===== config.mk =====
export PLATFORM = sky130hd
export DESIGN_NAME = sockirq_ctrl
export DESIGN_NICKNAME = d
export VERILOG_FILES = /design/src/rtl/sockirq_pkg.sv /design/src/rtl/sockirq_sync.sv /design/src/rtl/sockirq_socket.sv /design/src/rtl/sockirq_evq.sv /design/src/rtl/sockirq_ctrl.sv
export SDC_FILE = /design/constraint.sdc
export NUM_CORES = 1
export LEC_CHECK = 0
export ABC_AREA = 1
export BUFFER_PORTS_ARGS = -buffer_cell sky130_fd_sc_hd__buf_2
export CAP_MARGIN = 40
export CORE_MARGIN = 2
export CORE_UTILIZATION = 42
export CTS_BUF_LIST = sky130_fd_sc_hd__clkbuf_4 sky130_fd_sc_hd__clkbuf_8
export DETAILED_ROUTE_END_ITERATION = 16
export GPL_ROUTABILITY_DRIVEN = 0
export HOLD_SLACK_MARGIN = 0.05
export PLACE_DENSITY = 0.59
export SLEW_MARGIN = 20
export SYNTH_ARGS = -nofsm -noshare
export SYNTH_HDL_FRONTEND = slang
export SYNTH_SLANG_ARGS = --single-unit

===== constraint.sdc =====
create_clock -name clk -period 2.47 [get_ports clk]
set_input_delay 0.494 -clock clk [delete_from_list [all_inputs] [get_ports clk]]
set_output_delay 0.494 -clock clk [all_outputs]
set_load 0.01 [all_outputs]

===== src/rtl/sockirq_pkg.sv =====
`timescale 1ns/1ps
package sockirq_pkg;
   localparam int REG_W   = 16;
   localparam int PIN_W   = 7;
   localparam int LATCH_W = 9;
   localparam int CTRL_W  = 11;

   // synchronized pin vector positions
   localparam int P_CD1  = 0;
   localparam int P_CD2  = 1;
   localparam int P_BV1  = 2;
   localparam int P_BV2  = 3;
   localparam int P_RDY  = 4;
   localparam int P_WP   = 5;
   localparam int P_IO   = 6;

   // latched status bit positions
   localparam int B_CD   = 0;
   localparam int B_BV1  = 1;
   localparam int B_BV2  = 2;
   localparam int B_RDY  = 3;
   localparam int B_WP   = 4;
   localparam int B_SC   = 5;
   localparam int B_TMO  = 6;
   localparam int B_IO   = 7;
   localparam int B_SPUR = 8;

   // control word extras
   localparam int C_LVL  = 9;
   localparam int C_AUTO = 10;

   // event word
   localparam int EV_OVF = 14;
   localparam int EV_VLD = 15;

   typedef enum logic {EV_INSERT = 1'b0, EV_REMOVE = 1'b1} ev_code_e;
endpackage


===== src/rtl/sockirq_sync.sv =====
`timescale 1ns/1ps
module sockirq_sync #(
   parameter int W      = 7,
   parameter int STAGES = 2
) (
   input  logic         clk,
   input  logic         rst_n,
   input  logic [W-1:0] d_i,
   output logic [W-1:0] q_o
);
   logic [W-1:0] st [STAGES];

   initial begin
      assert (STAGES >= 2) else $error("sockirq_sync: STAGES below 2");
   end

   always_ff @(posedge clk) begin
      if (!rst_n) st[0] <= '0;
      else        st[0] <= d_i;
   end

   for (genvar k = 1; k < STAGES; k++) begin : g_stage
      always_ff @(posedge clk) begin
         if (!rst_n) st[k] <= '0;
         else        st[k] <= st[k-1];
      end
   end

   assign q_o = st[STAGES-1];
endmodule


===== src/rtl/sockirq_socket.sv =====
`timescale 1ns/1ps
module sockirq_socket
   import sockirq_pkg::*;
#(
   parameter int SYNC_STAGES = 2
) (
   input  logic              clk,
   input  logic              rst_n,
   input  logic [PIN_W-1:0]  pins_i,
   input  logic              sc_stb_i,
   input  logic              tmo_stb_i,
   input  logic              stat_wr_i,
   input  logic              ctrl_wr_i,
   input  logic [CTRL_W-1:0] wdata_i,
   output logic [REG_W-1:0]  stat_o,
   output logic [REG_W-1:0]  ctrl_o,
   output logic              pend_o,
   output logic              ins_o,
   output logic              rem_o
);
   logic [PIN_W-1:0]   live, live_q;
   logic [LATCH_W-1:0] latch_q, set_v, clr_v;
   logic [CTRL_W-1:0]  ctrl_q;
   logic               busy_q, cd_edge;

   sockirq_sync #(.W(PIN_W), .STAGES(SYNC_STAGES)) u_sync (
      .clk  (clk),
      .rst_n(rst_n),
      .d_i  (pins_i),
      .q_o  (live)
   );

   assign cd_edge = (live[P_CD2:P_CD1] != live_q[P_CD2:P_CD1]);
   assign ins_o   = cd_edge && (live[P_CD2:P_CD1] == 2'b11) && !busy_q;
   assign rem_o   = cd_edge && (live[P_CD2:P_CD1] == 2'b00) && busy_q;
   assign clr_v   = stat_wr_i ? wdata_i[LATCH_W-1:0] : '0;

   always_comb begin
      set_v         = '0;
      set_v[B_CD]   = cd_edge;
      set_v[B_BV1]  = live[P_BV1] ^ live_q[P_BV1];
      set_v[B_BV2]  = live[P_BV2] ^ live_q[P_BV2];
      set_v[B_RDY]  = live[P_RDY] ^ live_q[P_RDY];
      set_v[B_WP]   = live[P_WP]  ^ live_q[P_WP];
      set_v[B_SC]   = sc_stb_i;
      set_v[B_TMO]  = tmo_stb_i;
      set_v[B_IO]   = live[P_IO] & busy_q;
      set_v[B_SPUR] = live[P_IO] & ~busy_q;
   end

   always_ff @(posedge clk) begin
      if (!rst_n) begin
         live_q  <= '0;
         busy_q  <= 1'b0;
         latch_q <= '0;
         ctrl_q  <= '0;
      end else begin
         live_q  <= live;
         if (ins_o)      busy_q <= 1'b1;
         else if (rem_o) busy_q <= 1'b0;
         latch_q <= (latch_q & ~clr_v) | set_v;
         if (ctrl_wr_i)
            ctrl_q <= wdata_i;
         else if (ctrl_q[C_AUTO] && set_v[B_IO])
            ctrl_q[B_IO] <= 1'b0;
      end
   end

   assign stat_o = {busy_q, live[P_WP:P_CD1], latch_q};
   assign ctrl_o = {{(REG_W-CTRL_W){1'b0}}, ctrl_q};
   assign pend_o = |(latch_q & ctrl_q[LATCH_W-1:0]);

   // busy only rises after both detect pins were seen asserted
   assert_ins_both_R4: assert property (@(posedge clk) disable iff (!rst_n)
      $rose(busy_q) |-> $past(live[P_CD2:P_CD1]) == 2'b11);
   // busy only falls after both detect pins were seen released
   assert_rem_both_R5: assert property (@(posedge clk) disable iff (!rst_n)
      $fell(busy_q) |-> $past(live[P_CD2:P_CD1]) == 2'b00);
   // spurious flag only rises for an idle socket
   assert_spur_idle_R8: assert property (@(posedge clk) disable iff (!rst_n)
      $rose(latch_q[B_SPUR]) |-> !$past(busy_q));
   // auto-mask drops the I/O enable after a forwarded request
   assert_automask_R9: assert property (@(posedge clk) disable iff (!rst_n)
      (ctrl_q[C_AUTO] && live[P_IO] && busy_q && !ctrl_wr_i) |=> !ctrl_q[B_IO]);
   // a written one clears a bit that is not being set again
   assert_w1c_R3: assert property (@(posedge clk) disable iff (!rst_n)
      (stat_wr_i && wdata_i[B_TMO] && !tmo_stb_i) |=> !latch_q[B_TMO]);
endmodule


===== src/rtl/sockirq_evq.sv =====
`timescale 1ns/1ps
module sockirq_evq #(
   parameter int DEPTH = 4,
   parameter int NPUSH = 2,
   parameter int EW    = 2
) (
   input  logic              clk,
   input  logic              rst_n,
   input  logic [NPUSH-1:0]  push_i,
   input  logic [NPUSH*EW-1:0] ent_i,
   input  logic              pop_i,
   input  logic              ovf_clr_i,
   output logic [EW-1:0]     head_o,
   output logic              valid_o,
   output logic              ovf_o
);
   localparam int PW = (DEPTH > 1) ? $clog2(DEPTH) : 1;
   localparam int CW = PW + 1;

   logic [EW-1:0] mem_q [DEPTH];
   logic [EW-1:0] mem_n [DEPTH];
   logic [PW-1:0] rp_q, rp_n, wp_q, wp_n;
   logic [CW-1:0] cnt_q, cnt_n;
   logic          ovf_q, ovf_n;

   initial begin
      assert (DEPTH >= 2 && (1 << PW) == DEPTH)
         else $error("sockirq_evq: DEPTH must be a power of two");
   end

   always_comb begin
      mem_n = mem_q;
      rp_n  = rp_q;
      wp_n  = wp_q;
      cnt_n = cnt_q;
      ovf_n = ovf_q & ~ovf_clr_i;
      if (pop_i && cnt_q != '0) begin
         rp_n  = rp_q + PW'(1);
         cnt_n = cnt_q - CW'(1);
      end
      for (int k = 0; k < NPUSH; k++) begin
         if (push_i[k]) begin
            if (cnt_n < CW'(DEPTH)) begin
               mem_n[wp_n] = ent_i[k*EW +: EW];
               wp_n        = wp_n + PW'(1);
               cnt_n       = cnt_n + CW'(1);
            end else begin
               ovf_n = 1'b1;
            end
         end
      end
   end

   always_ff @(posedge clk) begin
      if (!rst_n) begin
         rp_q  <= '0;
         wp_q  <= '0;
         cnt_q <= '0;
         ovf_q <= 1'b0;
         for (int k = 0; k < DEPTH; k++) mem_q[k] <= '0;
      end else begin
         rp_q  <= rp_n;
         wp_q  <= wp_n;
         cnt_q <= cnt_n;
         ovf_q <= ovf_n;
         mem_q <= mem_n;
      end
   end

   assign head_o  = mem_q[rp_q];
   assign valid_o = (cnt_q != '0);
   assign ovf_o   = ovf_q;

   // occupancy never exceeds the depth
   assert_cnt_bound_R7: assert property (@(posedge clk) disable iff (!rst_n)
      cnt_q <= CW'(DEPTH));
   // an event arriving at a full queue raises overflow
   assert_no_overflow_R7: assert property (@(posedge clk) disable iff (!rst_n)
      (|push_i && cnt_q == CW'(DEPTH) && !pop_i) |=> ovf_q);
   // overflow stays until explicitly cleared
   assert_ovf_sticky_R7: assert property (@(posedge clk) disable iff (!rst_n)
      (ovf_q && !ovf_clr_i) |=> ovf_q);
endmodule


===== src/rtl/sockirq_ctrl.sv =====
`timescale 1ns/1ps
module sockirq_ctrl
   import sockirq_pkg::*;
#(
   parameter int NSOCK       = 2,
   parameter int EVQ_DEPTH   = 4,
   parameter int SYNC_STAGES = 2,
   parameter int ADDR_W      = $clog2(2*NSOCK+1)
) (
   input  logic                 clk,
   input  logic                 rst_n,
   input  logic [2*NSOCK-1:0]   card_det_i,
   input  logic [2*NSOCK-1:0]   batt_det_i,
   input  logic [NSOCK-1:0]     ready_i,
   input  logic [NSOCK-1:0]     wprot_i,
   input  logic [NSOCK-1:0]     card_irq_i,
   input  logic [NSOCK-1:0]     stat_chg_i,
   input  logic [NSOCK-1:0]     acc_tmo_i,
   input  logic                 host_wr_i,
   input  logic                 host_rd_i,
   input  logic [ADDR_W-1:0]    host_addr_i,
   input  logic [REG_W-1:0]     host_wdata_i,
   output logic [REG_W-1:0]     host_rdata_o,
   output logic [1:0]           host_irq_o
);
   localparam int SW       = (NSOCK > 1) ? $clog2(NSOCK) : 1;
   localparam int EW       = SW + 1;
   localparam int EVQ_ADDR = 2 * NSOCK;

   initial begin
      assert (NSOCK >= 1 && EW <= EV_OVF)
         else $error("sockirq_ctrl: socket field does not fit the event word");
   end

   logic [REG_W-1:0]   stat_a [NSOCK];
   logic [REG_W-1:0]   ctrl_a [NSOCK];
   logic [NSOCK-1:0]   pend, ins, rem, push;
   logic [NSOCK*EW-1:0] ent;
   logic [EW-1:0]      ev_head;
   logic               ev_valid, ev_ovf, ev_pop, ev_clr, any_irq;
   logic [REG_W-1:0]   ev_word;

   for (genvar i = 0; i < NSOCK; i++) begin : g_sock
      logic [PIN_W-1:0] pins;
      assign pins = {card_irq_i[i], wprot_i[i], ready_i[i],
                     batt_det_i[2*i+1], batt_det_i[2*i],
                     card_det_i[2*i+1], card_det_i[2*i]};

      sockirq_socket #(.SYNC_STAGES(SYNC_STAGES)) u_sock (
         .clk      (clk),
         .rst_n    (rst_n),
         .pins_i   (pins),
         .sc_stb_i (stat_chg_i[i]),
         .tmo_stb_i(acc_tmo_i[i]),
         .stat_wr_i(host_wr_i && host_addr_i == ADDR_W'(2*i)),
         .ctrl_wr_i(host_wr_i && host_addr_i == ADDR_W'(2*i+1)),
         .wdata_i  (host_wdata_i[CTRL_W-1:0]),
         .stat_o   (stat_a[i]),
         .ctrl_o   (ctrl_a[i]),
         .pend_o   (pend[i]),
         .ins_o    (ins[i]),
         .rem_o    (rem[i])
      );

      assign push[i]            = ins[i] | rem[i];
      assign ent[i*EW +: EW]    = {SW'(i), rem[i] ? EV_REMOVE : EV_INSERT};
   end

   assign ev_pop = host_rd_i && host_addr_i == ADDR_W'(EVQ_ADDR);
   assign ev_clr = host_wr_i && host_addr_i == ADDR_W'(EVQ_ADDR) && host_wdata_i[EV_OVF];

   sockirq_evq #(.DEPTH(EVQ_DEPTH), .NPUSH(NSOCK), .EW(EW)) u_evq (
      .clk      (clk),
      .rst_n    (rst_n),
      .push_i   (push),
      .ent_i    (ent),
      .pop_i    (ev_pop),
      .ovf_clr_i(ev_clr),
      .head_o   (ev_head),
      .valid_o  (ev_valid),
      .ovf_o    (ev_ovf)
   );

   always_comb begin
      ev_word         = '0;
      ev_word[EW-1:0] = ev_valid ? ev_head : '0;
      ev_word[EV_OVF] = ev_ovf;
      ev_word[EV_VLD] = ev_valid;
   end

   always_comb begin
      host_rdata_o = '0;
      for (int i = 0; i < NSOCK; i++) begin
         if (host_addr_i == ADDR_W'(2*i))   host_rdata_o = stat_a[i];
         if (host_addr_i == ADDR_W'(2*i+1)) host_rdata_o = ctrl_a[i];
      end
      if (host_addr_i == ADDR_W'(EVQ_ADDR)) host_rdata_o = ev_word;
   end

   assign any_irq    = |pend;
   assign host_irq_o = {any_irq & ctrl_a[0][C_LVL], any_irq & ~ctrl_a[0][C_LVL]};
endmodule


# Word level (Yosys, flattened, before mapping)
# Memory sizes are Yosys's and may differ from the RTL's.
# Index checks and enable logic that the tools add are counted.
# classes
mux	50
order_cmp	7
reduce_logical	31
add_sub_neg	6
n_bitwise	36
eq_ne	8
# ops
op	count
2-to-1 mux 16 bit	5
AND 9 bit	4
2-to-1 mux 8 bit	4
2-to-1 mux 7 bit	4
logical AND 1 bit	20
2-to-1 mux 2 bit	9
2-to-1 mux 9 bit	2
inverter 9 bit	2
OR 9 bit	2
OR reduction 18 bit	1
bitwise mux 8 bit	2
2-to-1 mux 1 bit	16
2-to-1 mux 3 bit	5
>= comparator 3 bit (second input constant)	3
inverter 2 -> 3 bit	3
demux 2 bit (select 2 bit)	2
nonzero test 2 bit	4
XOR 1 bit	8
AND 1 bit	7
adder 2 x 1 -> 2 bit (second input constant)	3
adder 3 x 1 -> 3 bit (second input constant)	2
== test 3 x 2 -> 1 bit (second input constant)	2
< comparator 3 x 1 -> 1 bit (second input constant)	2
< comparator 3 bit (second input constant)	2
12 further kinds	24
# totals
mem_bits_rw	28
out_inout_bits	18
reg_bits	70
n_memories	2
# memory_table
memory	depth	width	rd	rd_ports_with_merged_regs	wr	line_no	source
g_sock[0].u_sock.u_sync.st	2	7	2	0	2	sockirq_sync.sv:11	logic [W-1:0] st [STAGES];
g_sock[1].u_sock.u_sync.st	2	7	2	0	2	sockirq_sync.sv:11	

# Logic depth before layout (Yosys ltp)
# Gate-level depths: netlist of run 1.
# logic_depth
depth_word	15
ltp_mapped	15
mapped_depth_nobuf	14

# Cells and area by module
# A second synthesis of run 1 with hierarchy kept.
# unflattened
cells_unflattened	753
hier_area_um2	5028.6
# modules_own_cells
module	seq_area_each_um2	instances	area_per_inst_um2	cells_per_inst
sockirq_socket	540.5	2	1108.6	149
sockirq_evq	320.3	1	1168.6	183
sockirq_ctrl	0.0	1	849.6	186
sockirq_sync	280.3	2	396.6	43

# Worst setup path before layout of run 1
# Ideal clock, no wire load.
# synth_timing
kind	in2out
from	in host_addr_i[1]
to	out host_rdata_o[5]
cell_stages	7
required_ns	1.976
n_path_buf	1
arrival_ns	1.511
slack_ns	0.465
cell_sequence	inv_1 -> nor2_1 -> inv_1 -> nor2_1 -> clkbuf_1 -> a211oi_1 -> a21oi_1
# synth_between
elab_chain_cells	6
# synth_rtl
element	line_no	source
from (decl)	sockirq_ctrl.sv:21	input logic [ADDR_W-1:0] host_addr_i,
logical NOT 3 bit	sockirq_ctrl.sv:94	if (host_addr_i == ADDR_W'(2*i)) host_rdata_o = stat_a[i];
2-to-1 mux 16 bit	sockirq_ctrl.sv:94	
2-to-1 mux 16 bit	sockirq_ctrl.sv:95	if (host_addr_i == ADDR_W'(2*i+1)) host_rdata_o = ctrl_a[i];
2-to-1 mux 16 bit	sockirq_ctrl.sv:94	
2-to-1 mux 16 bit	sockirq_ctrl.sv:95	
2-to-1 mux 16 bit (*)	sockirq_ctrl.sv:97	if (host_addr_i == ADDR_W'(EVQ_ADDR)) host_rdata_o = ev_word;
to (decl)	sockirq_ctrl.sv:23	output logic [REG_W-1:0] host_rdata_o,
# Mark *: on every way between the ends. The rest lies on a longest branch, timed or not.

# Worst setup path after layout of run 1
# layout_timing
from	reg g_sock[0].u_sock.latch_q[3]
to	out host_irq_o[1]
# layout_between
elab_chain_cells	3
# layout_rtl
element	line_no	source
from (decl)	sockirq_socket.sv:22	logic [LATCH_W-1:0] latch_q, set_v, clr_v;
from (signal assigned)	sockirq_socket.sv:61	latch_q <= (latch_q & ~clr_v) | set_v;
AND 9 bit	sockirq_socket.sv:71	assign pend_o = |(latch_q & ctrl_q[LATCH_W-1:0]);
OR reduction 18 bit	sockirq_ctrl.sv:100	assign any_irq = |pend;
AND 1 bit	sockirq_ctrl.sv:101	assign host_irq_o = {any_irq & ctrl_a[0][C_LVL], any_irq & ~ctrl_a[0][C_LVL]};
to (decl)	sockirq_ctrl.sv:24	output logic [1:0] host_irq_o
# No other way between the ends.

==> qor.yml, run 1 <==
clock_tree:
  htree_levels: 3
  hold_buffers: 0
  clk_latency_ns: 0.37
  cts_max_path_buffers: 2
  cts_setup_buffers: 0
  cts_buffers: 9
  clkTransAtPathRegs_ns: 0.11
  post_cts_resize_count: 0
  cts_tree: "built"
  cts_root_buf: "clkbuf_8"
  cts.sinks: 98
flow_run:
  max_cap_viol_count: 0
synth:
  synth_compound_area_frac: 0.2058
  synth_top_family_by_area: "compound AO/OA/AOI/OAI gates"
  yosys.area_share.xor_xnor: 0.02411
  syn-mean-instance-area_um2: 7.542
  synth_cell_types: 35
  synth_seq_cells: 98
  netlist_area_um2: 4359
  yosys.area_share.adder: 0.02009
  synth-simple-area-share: 0.1805
  synth_mux_area_frac: 0
  synth_cells: 578
  yosys_warnings: 0
  synth_nets: 626
  ys_seq_area_frac: 0.4501
global_routing:
  grt_util_all_layers: 0.1924
  antenna_found_initial: 0
  grt_pass1_wl_um: 17150
  grt_pass1_vias: 3597
  grt-ovfl-total: 0
  grt_max_degree: 30
power:
  ir_drop_mv: 0.3796
  power_leakage_nw: 2.337
  p_per_area_nw_per_um2: 598.2
worst_hold_path:
  whs_path_depth: 3
  hold_path_class: "primary input to flip-flop"
detailed_routing:
  drcViolationCount: 0
  dr.pass1.iters: 5
  viasPerCell: 4.864
  drt-initial-drc-count: 266
  routed_wl_um: 10200
  ant_nets: 0
  post_drt_wl_per_cell_um: 13.12
  vias: 3779
timing:
  setup_tns_ns: 0
  fin_worst_skew_ns: 0.01320
  setup_viol_count_final: 0
  rsz0062_at_grt: "no"
  post-route-min-period_ns: 2.254
  post-route-period-util: 0.9128
  final_max_slew_viol_count: 0
  max_freq_mhz: 443.6
  relSlewSlack: 0.6243
  tightest_slew_ns: 0.5636
  hold_viol: 0
run_status:
  status: "complete, no violations"
placed_design:
  io_buffers: 54
  dp_hpwl_um: 7500
  place_area_um2: 4797
critical_path:
  cp_max_fo: 3
  cp_common_cell: "nor2_1"
  startpoint_type: "flip-flop"
  slowest_stage: "dfxtp_1"
  critical_path_arrival_ns: 1.76
  crit_path_end_kind: "output pin"
  crit_chain: "nand2_1 -> o21ai_0 -> a221oi_1 -> nand4_1 -> nor2_1 -> nor2_1 -> buf_2"
  crit_type: "flip-flop to output pin"
  cp_num_cells: 7
  critical_path_buf_inv_count: 1
  r2r_cells: 13
  critPathTopFamily: "simple AND/OR/NAND/NOR gates"
  slowest_delay_ns: 0.35
  required_ns: 1.98
floorplan:
  die_h_um: 105.9
  fp.dieArea_um2: 11210
  num_io_pins: 59
  core_um2: 10180
  die_x_um: 105.9
  num_rows: 37
  start_util: 0.4280
cells_and_area:
  mostFrequentLayoutCells: "inv_1, dfxtp_1, nand2_1, a21oi_1, o21ai_0"
  final_common_cell: "inv_1"
  area_delta_synth_final_pct: 14.64
  num_antenna_cells: 0
  fin_nets: 684
  fin_area_um2: 4997
  drive_gt1_frac: 0.1794
  fin_util: 0.4907
[synth_stat cells]
cell,n,share of area
a211oi_1,5,0.0086
a21oi_1,61,0.070
a21oi_2,5,0.010
a221oi_1,8,0.016
a22o_1,4,0.0080
a22oi_1,3,0.0052
a31oi_1,1,0.0014
a32oi_1,1,0.0020
buf_12,1,0.0046
buf_2,4,0.0046
clkbuf_1,14,0.012
dfxtp_1,98,0.45
ha_1,7,0.020
inv_1,108,0.093
inv_2,6,0.0052
nand2_1,96,0.083
nand2_2,8,0.011
nand2_4,1,0.0026
nand3_1,19,0.022
nand3_2,5,0.011
nand3_4,1,0.0040
nand3b_1,1,0.0017
nand4_1,1,0.0014
nand4_4,1,0.0049
nor2_1,28,0.024
nor2_2,3,0.0043
nor2_4,2,0.0052
nor3_1,3,0.0034
o211ai_1,3,0.0052
o21ai_0,56,0.064
o21ai_1,3,0.0034
o22ai_1,8,0.011
or2_2,1,0.0014
xnor2_1,11,0.022
xor2_1,1,0.0020
[worst reg2reg max path, stage by stage, from the launching register on]
cell	delay [ns]
dfxtp_1	0.36
inv_1	0.06
ha_1	0.19
nand2_1	0.20
nand4_4	0.17
xor2_1	0.22
inv_1	0.08
ha_1	0.19
nand2_1	0.13
nand3_4	0.12
nor2_4	0.18
nand2_2	0.09
nand2_1	0.07
nor2_1	0.04
[where the power goes]
part           internal [mW]  switching, mW
Combinational          0.103          0.163
Clock                  0.408          0.638
Sequential              1.64         0.0372
[final timing paths]
kind                                                             startpoint                                     endpoint  slack, ns
worst max-delay path                 g_sock[0].u_sock.latch_q[3]$_SDFF_PN0_                                host_irq_o[1]       0.22
worst min-delay path                                          batt_det_i[1]  g_sock[0].u_sock.u_sync.st[0][3]$_SDFF_PN0_       0.29
worst max register to register                    u_evq.cnt_q[0]$_SDFF_PN0_                     u_evq.wp_q[1]$_SDFF_PN0_       0.24
worst min register to register  g_sock[0].u_sock.u_sync.st[0][1]$_SDFF_PN0_  g_sock[0].u_sock.u_sync.st[1][1]$_SDFF_PN0_       0.42
[layer usage]
metal  share of wire  vias up  global-route usage
li1                -     1975                   -
met4          0.0097        0             0.05263
met2            0.44      107              0.3088
met1            0.49     1689              0.2649
met3           0.056        8             0.03711
met5               0        -                   0
[per-stage QoR]
step / power, mW / hold slack (ns) / cells / setup WS [ns]
after detailed placement: 1.979 / 0.3970 / 761 / 0.2368
after CTS: 3.019 / 0.2861 / 777 / 0.2145
final: 2.989 / 0.2934 / 777 / 0.2155
after global placement: 1.974 / 0.3950 / 761 / 0.2547
after global routing: 3.131 / 0.2844 / 777 / 0.01920
after floorplan: 1.869 / 0.3905 / 578 / 0.4654
[registers in the layout (all words and copies together) (netlist names)]
register                 cells
g_sock.u_sock.live_q        12
g_sock.u_sock.u_sync.st     28
g_sock.u_sock.busy_q         2
u_evq.cnt_q                  3
g_sock.u_sock.latch_q       18
g_sock.u_sock.ctrl_q        22
u_evq.wp_q                   2
u_evq.mem_q                  8
u_evq.rp_q                   2
u_evq.ovf_o                  1
[kinds of logic (layout without fill, tap and decap cells)]
group                    count (synthesis)  after routing
AO/OA/AOI/OAI                          158            158
XOR/XNOR                                12             12
AND/OR/NAND/NOR                        170            170
buffers and inverters                  133            196
flip-flops                              98             98
adder cells (fa/ha/maj)                  7              7
[final cells by class]
cell class                 instances  area [µm²]
fill                            1025        5187
sequential                        98        1962
multi-input combinational        347        1877
inverter                         114       427.9
timing repair buffer              66       360.3
tap                              136       170.2
clock buffer                       9       123.9
clock inverter                     7       76.32
Power figures use the tool's default switching activity.
==> inputs of run 2 (changes only) <==
==> constraint.sdc (replaced) <==
create_clock -name clk -period 2.8 [get_ports clk]
set_input_delay 0.56 -clock clk [delete_from_list [all_inputs] [get_ports clk]]
set_output_delay 0.56 -clock clk [all_outputs]
set_load 0.005 [all_outputs]
==> run 2 against run 1 <==
Effect of this change:
- flip-flop and latch count is the same
- wire length shrank 0.80%
- worst setup slack gained 0.13 ns
- critical endpoint is now host_rdata_o[0]
- non-clock buffer count shrank 3
- die area is the same
- largest cell class unchanged
- highest routed layer unchanged
==> qor.yml, run 2 (synthesis gave the netlist of run 1 again) <==
critical_path:
  crit_path_end_kind: "output pin"
  critical_path_arrival_ns: 1.90
  startpoint_type: "primary input"
  r2r_slack_ns: 0.58
  required_ns: 2.24
  crit_type: "primary input to output pin"
  cp_max_fo: 9
worst_hold_path:
  hold_path_class: "primary input to flip-flop"
global_routing:
  met3_usage: 0.02968
  antenna_found_initial: 0
  grt-ovfl-total: 0
  grtUsageMet1: 0.2650
  grt_pass1_wl_um: 16990
  met2_usage: 0.3060
  grt_max_degree: 71
  grt_util_all_layers: 0.1910
  grt_busiest_layer: "met2"
  grt_pass1_vias: 3547
detailed_routing:
  routed_wl_um: 10120
  drcViolationCount: 0
  dr.pass1.iters: 4
  drt-initial-drc-count: 203
  post_drt_wl_per_cell_um: 13.07
  viasPerCell: 4.811
  ant_nets: 0
  vias: 3724
cells_and_area:
  drive_gt1_frac: 0.1755
  fin_util: 0.4885
  reg.largest.list: "g_sock.u_sock.u_sync.st x28, g_sock.u_sock.ctrl_q x22, g_sock.u_sock.latch_q x18"
  area_delta_synth_final_pct: 14.12
  largest_reg_flops: 28
  top_register: "g_sock.u_sock.u_sync.st"
  final_common_cell: "inv_1"
  num_antenna_cells: 0
  fin_nets: 681
  mostFrequentLayoutCells: "inv_1, dfxtp_1, nand2_1, a21oi_1, o21ai_0"
floorplan:
  num_rows: 37
  num_io_pins: 59
  fp.dieArea_um2: 11210
  die_x_um: 105.9
  start_util: 0.4280
  die_h_um: 105.9
  core_um2: 10180
clock_tree:
  cts_root_buf: "clkbuf_8"
  htree_levels: 3
  clk_latency_ns: 0.37
  post_cts_resize_count: 0
  hold_buffers: 0
  cts.sinks: 98
  cts_buffers: 9
  cts_tree: "built"
  cts_max_path_buffers: 2
  clkTransAtPathRegs_ns: 0.11
  cts_setup_buffers: 0
flow_run:
  max_cap_viol_count: 0
timing:
  final_max_slew_viol_count: 0
  max_freq_mhz: 406.6
  setup_viol_count_final: 0
  hold_viol: 0
  hold_slack_ns: 0.3622
  fin_worst_skew_ns: 0.01227
  post-route-period-util: 0.8783
  tightest_slew_ns: 0.6593
  rsz0062_at_grt: "no"
  relSlewSlack: 0.5605
  setup_tns_ns: 0
  post-route-min-period_ns: 2.459
power:
  power_frac_seq: 0.567
  power_frac_comb: 0.086
  p_sw_frac: 0.2756
  p_per_area_nw_per_um2: 524.6
  p_sw_mw: 0.7192
  totalPowerFinal_mw: 2.610
  ir_drop_mv: 0.2134
  p_int_mw: 1.891
  power_leakage_nw: 2.323
  clockPowerShare: 0.347
run_status:
  status: "complete, no violations"
placed_design:
  dp_hpwl_um: 7390
  io_buffers: 54
-- run 2: changes by cell type in the layout (fill, tap and decap cells not counted) --
cell / delta
inv_12: -1
buf_4: -3
clkinv_8: +1
-- run 2: routing by layer --
layer	part of all wire	wire, µm	up-vias
met2	0.43	4341	97
met5	0	0	-
met4	0.017	176	0
met3	0.050	505	15
li1	-	-	1968
met1	0.50	5092	1644
-- run 2: layout make-up --
type	instances	area (µm²)
Clock buffer	9	123.9
Clock inverter	7	76.32
Fill cell	1026	5210
Inverter	114	427.9
Multi-Input combinational cell	347	1877
Sequential cell	98	1962
Tap cell	136	170.2
Timing Repair Buffer	63	337.8
-- run 2: worst max-delay path, stage by stage --
cell,delay (ns)
buf_2,0.15
nor2_1,0.21
inv_1,0.18
nor2_1,0.20
buf_4,0.23
a21oi_1,0.09
o211ai_1,0.11
buf_2,0.16
-- run 2: final timing paths --
path,from,to,depth (start not counted)
min reg2reg,g_sock[0].u_sock.u_sync.st[0][2]$_SDFF_PN0_,g_sock[0].u_sock.u_sync.st[1][2]$_SDFF_PN0_,2
max reg2reg,u_evq.cnt_q[0]$_SDFF_PN0_,u_evq.wp_q[1]$_SDFF_PN0_,13
max,host_addr_i[2],host_rdata_o[0],8
min,batt_det_i[1],g_sock[0].u_sock.u_sync.st[0][3]$_SDFF_PN0_,3
-- run 2: power groups by stage --
stage	Sequential (mW)	Clock [mW]	Combinational, mW
after CTS	1.48	0.928	0.226
after global routing	1.49	0.991	0.259
after global placement	1.51	0	0.222
final	1.48	0.905	0.225
after detailed placement	1.51	0	0.225
after floorplan	1.50	0	0.142
-- run 2: stage by stage --
step,std cells,instance area [µm²],worst slack [ns]
after global routing,774,4975,0.1718
final,774,4975,0.3407
after floorplan,578,4359,0.7348
after global placement,758,4775,0.3310
after CTS,774,4975,0.3302
after detailed placement,758,4775,0.3426
==> inputs of run 3 (changes only) <==
--- a/config.mk
+++ b/config.mk
@@ -6,7 +6,7 @@
 export NUM_CORES = 1
 export LEC_CHECK = 0
 export ABC_AREA = 1
-export BUFFER_PORTS_ARGS = -buffer_cell sky130_fd_sc_hd__buf_2
+export BUFFER_PORTS_ARGS = -buffer_cell sky130_fd_sc_hd__clkbuf_2
 export CAP_MARGIN = 40
 export CORE_MARGIN = 2
 export CORE_UTILIZATION = 42
@@ -18,4 +18,5 @@
 export SLEW_MARGIN = 20
 export SYNTH_ARGS = -nofsm -noshare
 export SYNTH_HDL_FRONTEND = slang
+export SYNTH_HIERARCHICAL = 1
 export SYNTH_SLANG_ARGS = --single-unit
==> run 3 against run 2 <==
Effect of this change:
- global-route usage up 0.49 points
- area after synthesis up 15%
- largest power group unchanged
- clock skew down 0.0055 ns
- non-clock buffer count up 1
- maximum frequency up 6.5%
- register-to-register slack better by 0.03 ns
- sequential power about the same
==> qor.yml, run 3 <==
run_status:
  status: "complete, no violations"
synth:
  synth_cell_types: 40
  synth.most_common_cell: "nand2_1"
  synth_commonest_cells: "nand2_1, inv_1, nor2_1"
  synth-edff-count: 0
  synth_seq_cells: 98
  synth_area_leader_cell: "dfxtp_1"
  syn-mean-instance-area_um2: 6.678
  yosys_warnings: 6
  synth_top_area_share: 0.3901
  netlist_area_um2: 5029
  synthArstFlopShare: 0
  synth.area.top_cells: "dfxtp_1, nand2_1, inv_1, nor2_1, nand3_1"
  synth-main-ff-cell: "dfxtp_1"
  ys_seq_area_frac: 0.3901
  synth_cells: 753
global_routing:
  grt_pass1_wl_um: 19700
  grt_util_all_layers: 0.1958
  grt-ovfl-total: 0
  grt_pass1_vias: 3953
  grt_max_degree: 54
  antenna_found_initial: 0
cells_and_area:
  largest_reg_flops: 28
  fill_cells: 1209
  reg.largest.list: "g_sock.u_sock/u_sync/st x28, g_sock.u_sock/ctrl_q x22, g_sock.u_sock/latch_q x18"
  seqCellArea_um2: 1962
  num_antenna_cells: 0
  area_delta_synth_final_pct: 10.67
  top_register: "g_sock.u_sock/u_sync/st"
  fin_util: 0.4812
  fin_nets: 856
  final_common_cell: "nand2_1"
  multi_input_area_um2: 2400
  drive_gt1_frac: 0.1513
  mostFrequentLayoutCells: "nand2_1, inv_1, nor2_1, dfxtp_1, clkbuf_2"
clock_tree:
  cts_root_buf: "clkbuf_8"
  cts_tree: "built"
  hold_buffers: 0
  htree_levels: 3
  clk_latency_ns: 0.38
  cts_setup_buffers: 0
  cts_max_path_buffers: 2
  cts.sinks: 98
  cts_buffers: 9
  post_cts_resize_count: 0
  clkTransAtPathRegs_ns: 0.10
detailed_routing:
  drcViolationCount: 0
  drt-initial-drc-count: 364
  route.met3.wl_um: 599
  ant_nets: 0
  wl_met2_um: 5458
  wl_met1_um: 5858
  viasPerCell: 4.660
  dr.pass1.iters: 5
  post_drt_wl_per_cell_um: 12.65
  routed_wl_um: 12100
  vias: 4455
  top_layer: "met4"
floorplan:
  num_rows: 39
  fp.dieArea_um2: 12860
  die_h_um: 113.4
  core_um2: 11560
  num_io_pins: 59
  start_util: 0.4348
  die_x_um: 113.4
critical_path:
  crit_start: "host_addr_i[0]"
  startpoint_type: "primary input"
  crit_type: "primary input to output pin"
  r2r_slack_ns: 0.61
  required_ns: 2.24
  reg2reg_to: "u_evq/mem_q[2]$_SDFF_PN0_"
  critical_path_arrival_ns: 1.75
  timing.rr.start: "g_sock[0].u_sock/u_sync/st[1][0]$_SDFF_PN0_"
  cp_max_fo: 17
  r2r_cells: 12
  endpoint: "host_rdata_o[10]"
  crit_path_end_kind: "output pin"
timing:
  setup_tns_ns: 0
  hold_viol: 0
  post-route-period-util: 0.8248
  setup_viol_count_final: 0
  max_freq_mhz: 433.0
  fin_worst_skew_ns: 0.006756
  final_max_slew_viol_count: 0
  post-route-min-period_ns: 2.309
  rsz0062_at_grt: "no"
power:
  p_per_area_nw_per_um2: 482.0
  power_leakage_nw: 2.846
  ir_drop_mv: 0.2821
placed_design:
  dp_hpwl_um: 8957
  io_buffers: 54
flow_run:
  max_cap_viol_count: 0
worst_hold_path:
  hold_path_class: "primary input to flip-flop"
## run 3: cell families after synthesis
logic type,count (synthesis),synth area share
AO/OA/AOI/OAI,79,0.08858
XOR/XNOR,13,0.02563
adder cells (fa/ha/maj),7,0.01742
buffers and inverters,159,0.1431
flip-flops,98,0.3901
other,4,0.002985
AND/OR/NAND/NOR,393,0.3322
## run 3: stage by stage
stage	std cells	power, mW	hold slack [ns]	cell area [µm²]	setup slack (ns)
2_1_floorplan	767	1.690	0.3856	5081	0.3832
4_1_cts	956	2.713	0.3366	5565	0.4885
6_report	956	2.682	0.3522	5565	0.4907
3_3_place_gp	940	1.781	0.3925	5368	0.2706
5_1_grt	956	2.823	0.3466	5565	0.3711
3_5_place_dp	940	1.787	0.3947	5368	0.2538
## run 3: layer usage
metal | vias up | GRT usage
met5 | - | 0
met4 | 0 | 0.06667
met3 | 13 | 0.03241
met2 | 106 | 0.3110
met1 | 1980 | 0.2717
li1 | 2356 | -
## run 3: final cells by class
class / instances / area share
Tap cell: 143 / 0.03215
Clock buffer: 11 / 0.02720
Inverter: 125 / 0.08431
Clock inverter: 5 / 0.008318
Sequential cell: 98 / 0.3525
Multi-Input combinational cell: 510 / 0.4312
Timing Repair Buffer: 64 / 0.06430
## run 3: power breakdown
part           switching (mW)  internal [mW]
Clock                   0.542          0.386
Sequential             0.0350           1.45
Combinational           0.171          0.102
## run 3: critical path, cell delays in order
cell	delay, ns
clkbuf_2	0.12
buf_4	0.26
inv_1	0.13
nor2_4	0.31
nand2_1	0.08
nand3_1	0.11
nor2_1	0.06
clkbuf_2	0.11
## run 3: how the worst min path moves through the flow
stage | start | end | slack (ns) | cells past startpoint
finish | wprot_i[1] | g_sock[1].u_sock/u_sync/st[0][5]$_SDFF_PN0_ | 0.35 | 3
global route | card_det_i[3] | g_sock[1].u_sock/u_sync/st[0][1]$_SDFF_PN0_ | 0.35 | 3
CTS | wprot_i[1] | g_sock[1].u_sock/u_sync/st[0][5]$_SDFF_PN0_ | 0.34 | 3
detailed placement | g_sock[1].u_sock/u_sync/st[0][0]$_SDFF_PN0_ | g_sock[1].u_sock/u_sync/st[1][0]$_SDFF_PN0_ | 0.39 | 2
global placement | g_sock[0].u_sock/u_sync/st[0][5]$_SDFF_PN0_ | g_sock[0].u_sock/u_sync/st[1][5]$_SDFF_PN0_ | 0.39 | 2
floorplan | g_sock[0].u_sock/u_sync/st[0][5]$_SDFF_PN0_ | g_sock[0].u_sock/u_sync/st[1][5]$_SDFF_PN0_ | 0.39 | 2
